[src/rtl/adc_emu_pkg.sv]
// Shared types for the SPI converter target emulator.
package adc_emu_pkg;
    // Frame decoder phases: search for start, mode flag, channel field, response.
    typedef enum logic [1:0] {
        ST_HUNT = 2'd0,
        ST_MODE = 2'd1,
        ST_CHAN = 2'd2,
        ST_SEND = 2'd3
    } frame_st_t;
endpackage

[src/rtl/spi_pin_sync.sv]
// Two-flop synchronizer for a group of asynchronous bus pins.
// Assumes each pin holds a level for at least two system clocks.
// All bits share the same depth, so pins stay aligned with each other.
module spi_pin_sync #(
    parameter int           N       = 3,
    parameter logic [N-1:0] RST_VAL = '0
) (
    input  logic         clk,
    input  logic         rst_n,
    input  logic [N-1:0] pins_i,
    output logic [N-1:0] sync_o
);
    logic [N-1:0] meta_q;
    logic [N-1:0] stab_q;

    // Two-stage capture of the raw pins.
    always_ff @(posedge clk) begin
        if (!rst_n) begin
            meta_q <= RST_VAL;
            stab_q <= RST_VAL;
        end else begin
            meta_q <= pins_i;
            stab_q <= meta_q;
        end
    end

    assign sync_o = stab_q;
endmodule

[src/rtl/sclk_edge_det.sv]
// Finds rising and falling edges of the synchronized serial clock.
// Assumes the input is already in the system clock domain; each edge gives a one-cycle pulse.
module sclk_edge_det (
    input  logic clk,
    input  logic rst_n,
    input  logic lvl_i,
    output logic rise_o,
    output logic fall_o
);
    logic prev_q;

    // Remember the level of the previous cycle.
    always_ff @(posedge clk) begin
        if (!rst_n) prev_q <= 1'b0;
        else        prev_q <= lvl_i;
    end

    assign rise_o = lvl_i & ~prev_q;
    assign fall_o = ~lvl_i & prev_q;
endmodule

[src/rtl/adc_chan_mux.sv]
// Selects one sample word from the flat vector of channel inputs.
// Assumes the flat vector packs channel c at bits c*W+W-1 .. c*W.
module adc_chan_mux #(
    parameter int W       = 10,
    parameter int CH_BITS = 3,
    localparam int NCH    = 1 << CH_BITS
) (
    input  logic [NCH*W-1:0]   samples_i,
    input  logic [CH_BITS-1:0] sel_i,
    output logic [W-1:0]       word_o
);
    logic [W-1:0] words [NCH];

    // Split the flat vector into one word per channel.
    for (genvar g = 0; g < NCH; g++) begin : g_split
        assign words[g] = samples_i[g*W +: W];
    end

    assign word_o = words[sel_i];
endmodule

[src/rtl/adc_frame_ctrl.sv]
// Command decoder and response shifter for the converter target.
// Assumes single-cycle rise/fall pulses and a deselect that is already synchronized.
// A deselect takes priority over any edge that arrives in the same cycle.
module adc_frame_ctrl
    import adc_emu_pkg::*;
#(
    parameter int W        = 10,
    parameter int CH_BITS  = 3,
    localparam int SW      = W + 2,
    localparam int CNTW    = $clog2(CH_BITS) < 1 ? 1 : $clog2(CH_BITS)
) (
    input  logic               clk,
    input  logic               rst_n,
    input  logic               sel_i,
    input  logic               rise_i,
    input  logic               fall_i,
    input  logic               mosi_i,
    input  logic [W-1:0]       word_i,
    output logic [CH_BITS-1:0] ch_o,
    output logic               miso_o,
    output logic               oe_o
);
    frame_st_t          st_q;
    logic [CH_BITS-2:0] ch_q;
    logic [CNTW-1:0]    cnt_q;
    logic [SW-1:0]      shreg_q;
    logic               miso_q;
    logic               oe_q;

    // Channel number including the bit currently on MOSI.
    assign ch_o = {ch_q, mosi_i};

    // Command decode on rising edges, response shift on falling edges.
    always_ff @(posedge clk) begin
        if (!rst_n) begin
            st_q    <= ST_HUNT;
            ch_q    <= '0;
            cnt_q   <= '0;
            shreg_q <= '0;
            miso_q  <= 1'b0;
            oe_q    <= 1'b0;
        end else if (!sel_i) begin
            st_q    <= ST_HUNT;
            cnt_q   <= '0;
            miso_q  <= 1'b0;
            oe_q    <= 1'b0;
        end else begin
            if (rise_i) begin
                case (st_q)
                    ST_HUNT: if (mosi_i) st_q <= ST_MODE;
                    ST_MODE: begin
                        st_q  <= ST_CHAN;
                        cnt_q <= '0;
                    end
                    ST_CHAN: begin
                        ch_q  <= ch_o[CH_BITS-2:0];
                        cnt_q <= cnt_q + 1'b1;
                        if (cnt_q == CNTW'(CH_BITS - 1)) begin
                            st_q    <= ST_SEND;
                            shreg_q <= {2'b00, word_i};
                        end
                    end
                    default: ;
                endcase
            end
            if (fall_i && st_q == ST_SEND) begin
                miso_q  <= shreg_q[SW-1];
                shreg_q <= {shreg_q[SW-2:0], 1'b0};
                oe_q    <= 1'b1;
            end
        end
    end

    assign miso_o = miso_q;
    assign oe_o   = oe_q;

    AST_OE_DROPS_ON_DESELECT: assert property (@(posedge clk) disable iff (!rst_n)
        !sel_i |=> !oe_o);
    AST_QUIET_LINE: assert property (@(posedge clk) disable iff (!rst_n)
        !oe_o |-> !miso_o);
    AST_OE_ONLY_SENDING: assert property (@(posedge clk) disable iff (!rst_n)
        oe_o |-> st_q == ST_SEND);
    AST_WORD_HELD: assert property (@(posedge clk) disable iff (!rst_n)
        (st_q == ST_SEND && sel_i && !fall_i) |=> $stable(shreg_q));
    AST_START_ENTERS_MODE: assert property (@(posedge clk) disable iff (!rst_n)
        (sel_i && rise_i && mosi_i && st_q == ST_HUNT) |=> st_q == ST_MODE);
    AST_ABORT_TO_HUNT: assert property (@(posedge clk) disable iff (!rst_n)
        !sel_i |=> st_q == ST_HUNT);
endmodule

[src/rtl/adc_spi_emu.sv]
// SPI mode-0 target that emulates an eight-channel 10-bit converter.
// Assumes the system clock runs at least four times faster than SCLK.
// Bus pins are synchronized together so that MOSI and chip select stay aligned with SCLK.
module adc_spi_emu #(
    parameter int SMP_W   = 10,
    parameter int CH_BITS = 3,
    localparam int NCH    = 1 << CH_BITS
) (
    input  logic               clk,
    input  logic               rst_n,
    input  logic               cs_n_i,
    input  logic               sclk_i,
    input  logic               mosi_i,
    input  logic [NCH*SMP_W-1:0] samples_i,
    output logic               miso_o,
    output logic               miso_oe_o
);
    logic [2:0]         pins_s;
    logic               sclk_rise;
    logic               sclk_fall;
    logic [CH_BITS-1:0] ch_sel;
    logic [SMP_W-1:0]   ch_word;

    // Bit 2 chip select (idles high), bit 1 MOSI, bit 0 SCLK.
    spi_pin_sync #(.N(3), .RST_VAL(3'b100)) u_sync (
        .clk    (clk),
        .rst_n  (rst_n),
        .pins_i ({cs_n_i, mosi_i, sclk_i}),
        .sync_o (pins_s)
    );

    sclk_edge_det u_edge (
        .clk    (clk),
        .rst_n  (rst_n),
        .lvl_i  (pins_s[0]),
        .rise_o (sclk_rise),
        .fall_o (sclk_fall)
    );

    adc_chan_mux #(.W(SMP_W), .CH_BITS(CH_BITS)) u_mux (
        .samples_i (samples_i),
        .sel_i     (ch_sel),
        .word_o    (ch_word)
    );

    adc_frame_ctrl #(.W(SMP_W), .CH_BITS(CH_BITS)) u_ctrl (
        .clk    (clk),
        .rst_n  (rst_n),
        .sel_i  (~pins_s[2]),
        .rise_i (sclk_rise),
        .fall_i (sclk_fall),
        .mosi_i (pins_s[1]),
        .word_i (ch_word),
        .ch_o   (ch_sel),
        .miso_o (miso_o),
        .oe_o   (miso_oe_o)
    );
endmodule

[config.mk]
export PLATFORM = sky130hd
export DESIGN_NAME = adc_spi_emu
export DESIGN_NICKNAME = d
export VERILOG_FILES = /design/src/rtl/adc_emu_pkg.sv /design/src/rtl/spi_pin_sync.sv /design/src/rtl/sclk_edge_det.sv /design/src/rtl/adc_chan_mux.sv /design/src/rtl/adc_frame_ctrl.sv /design/src/rtl/adc_spi_emu.sv
export SDC_FILE = /design/constraint.sdc
export NUM_CORES = 1
export LEC_CHECK = 0
export ABC_CLOCK_PERIOD_IN_PS = 1800
export BUFFER_PORTS_ARGS = -buffer_cell sky130_fd_sc_hd__buf_2
export CELL_PAD_IN_SITES_DETAIL_PLACEMENT = 1
export CELL_PAD_IN_SITES_GLOBAL_PLACEMENT = 1
export CORE_AREA = 4 4 105 57
export DETAILED_ROUTE_END_ITERATION = 6
export DIE_AREA = 0 0 109 61
export GPL_ROUTABILITY_DRIVEN = 1
export PLACE_DENSITY = 0.85
export SLEW_MARGIN = 5
export SYNTH_ARGS = -nofsm -noshare
export SYNTH_HDL_FRONTEND = slang
export SYNTH_SLANG_ARGS = --single-unit
[constraint.sdc]
create_clock -name clk -period 1.8 [get_ports clk]
set_clock_uncertainty 0.1 [all_clocks]
set_input_delay 0.27 -clock clk [delete_from_list [all_inputs] [get_ports clk]]
set_output_delay 0.27 -clock clk [all_outputs]
set_load 0.005 [all_outputs]
==> out/summary.txt <==
Run status: complete, no violations
Synth warnings: 0
Post-synth EDFFs: 0
Hold WC Path Type: in -> reg
Hold Slack: 70.04 ps
Clock Tree Root: clkbuf_8
Iteration-0 DRC Markers: 106
DR WL/cell: 15.53 microns
Clock Sinks: 27
Area of the mapped netlist: 1684 sq um
Worst setup EP type: register
Post-synth top area share: 32.10%
Post-synthesis async set-or-reset flop share: 0%
H-tree Lvls: 1
# nets final: 324
Die span in y: 61 microns
Core area: 4932 sq um
Period utilization: 93.67%
CTS tree: yes
Peak Freq: 593.1 MHz
Initial Utilization: 34.15%
Rel. slew slack: 73.56%
PD cells: 505.8 nW/um^2
Post-layout min period: 1686 ps
Crit Path Max Fanout: 5
Max Buffers Root-to-Sink: 2
Full die area: 6649 sq um
Worst EP arrival: 1760 ps
Worst Setup Start Kind: register
Synth top area cells: dfxtp_1, mux4_2, mux2i_1
Ant. Diodes: 0
Static leakage: 0.9222 nW
IO Count: 87
Critical Path RT: 1870 ps
Sequential share of the synthesized area: 32.10%
Inserted Clock Buffers: 3
Antenna viol nets, final: 0
Synth cell count leaders: dfxtp_1, mux4_2, mux2i_1, nor2_1
Primary FF master, synth: dfxtp_1
Max-cap violations: 0
Area Overhead vs Synth: 33.80%
Final setup fails: 0
Slew Limit Fails: 0
Die X: 109 microns
Post-Place Cell Area: 2202 sq um
Top cell type by total area after synthesis: dfxtp_1
Gr usage total: 14.36%
Final Cell Area: 2253 sq um
Post-synthesis register bit count: 27
Post-Route WL: 4689 microns
Net Count, Synth: 236
Vias in the first global route: 1646
Vias: 1536
DP HPWL: 3889 microns
First-pass GRT wire length: 7596 microns
Worst skew pair latency: 270 ps
Grt ovf: 0
PortBufs: 86
Postcts setup bufs: 0
Crit Path Class: reg -> reg
Share of cells above drive strength 1: 51.72%
Count leader, synth: dfxtp_1
VDD IR-drop max: 0.2708 mV
Pin count of the biggest net entering global routing: 23
Clock slew at reported path FFs: 90 ps
Worst-Margin Slew: 396.6 ps
Initial antenna violation count: 0
RD Place Congestion: 0.7602
Post-CTS Hold Fix Bufs: 0
Avg Vias per Cell: 5.086
Rows: 18
Cells after synthesis: 145
# fillers: 565
Drc violations: 0
Synth unique cells: 32
Syn avg cell area: 11.61 sq um
1st-pass router iterations: 4
Endpoints failing hold: 0
[cell families after synthesis]
| family | count (synthesis) | share of synthesized area [%] |
|---|---|---|
| AND/OR/NAND/NOR | 38 | 13.89 |
| adder cells (fa/ha/maj) | 6 | 4.458 |
| flip-flops | 27 | 32.10 |
| buffers and inverters | 14 | 4.532 |
| AO/OA/AOI/OAI | 26 | 9.732 |
| multiplexers | 34 | 35.29 |
[area by class of cell]
type	count	area (sq um)	area share (%)
well taps	70	87.58	3.887
clock inverters	1	5.005	0.2221
repair buffers	92	488.0	21.65
multi-input cells	104	1071	47.53
inverters	5	18.77	0.8329
clock buffers	3	41.29	1.832
flip-flops and latches	27	541.8	24.04
[sequential cells by signal, indices dropped and copies added (netlist names)]
register and flops:
u_sync.meta_q 3, u_ctrl.miso_o 1, u_ctrl.st_q 2, u_ctrl.cnt_q 2, u_edge.prev_q 1, u_sync.sync_o 3, u_ctrl.ch_q 2, u_ctrl.shreg_q 12
u_ctrl.oe_o 1
[final timing paths]
| path | slack, ps | endpoint | start | cells past startpoint |
|---|---|---|---|---|
| hold reg to reg | 320 | u_sync.sync_o[2] | u_sync.meta_q[2] | 1 |
| hold / removal | 70 | u_sync.meta_q[2] | cs_n_i | 2 |
| setup / recovery | 110 | u_ctrl.st_q[1] | u_ctrl.st_q[0] | 6 |
| setup reg to reg | 110 | u_ctrl.st_q[1] | u_ctrl.st_q[0] | 6 |
[layer usage]
metal / up-vias / wire length, microns / global-route usage (%) / share of wire [%]
met1: 742 / 1901 / 17.25 / 41
met2: 55 / 2489 / 27.05 / 53
met5: - / 0 / 0 / 0
li1: 733 / - / - / -
met4: 0 / 67 / 3.417 / 1.4
met3: 6 / 231 / 2.763 / 4.9
[metrics by stage]
stage	cells	utilization [%]	TNS [ps]	setup WS, ps	total power, W
after CTS	302	45.59	0	13.77	0.001156
after global placement	298	44.65	0	178.8	0.0008071
after global routing	302	45.69	-0.9078	-0.9078	0.001206
final	302	45.69	0	113.9	0.001140
after floorplan	145	-	0	250.8	0.0007134
after detailed placement	298	44.65	0	44.25	0.0008146
[power breakdown]
part	leakage [nW]	switching (W)	internal, W
clock network	0.0255	0.000187	0.000155
logic	0.677	0.0000600	0.000129
registers	0.219	0.00000452	0.000604
[worst max-delay path, cell delays in order (launching register included)]
cell	delay, ps
dfxtp_2	380
inv_1	70
ha_1	260
nor2b_1	180
nor4b_4	290
mux2i_1	250
nor2_1	50
[what timing repair did]
action	CTS	global route
endpoints found under the setup margin	0	13
hold endpoints to repair	0	0
resized for setup	0	3
[cell usage in the layout (no fill, tap or decap), drive strengths merged, types with 2 or more instances in the layout]
cell and count:
nand4b 2, a21oi 3, o21ai 5, clkbuf 3
nand2 7, a22oi 7, mux4 20, inv 4
nor2b 2, nand2b 3, and2 5, ha 6
mux2i 14, buf 92, a31oi 4, o22ai 5
nor2 8, dfxtp 27, clkinv 2, nor3 4
(Power assumes the default switching activity.)
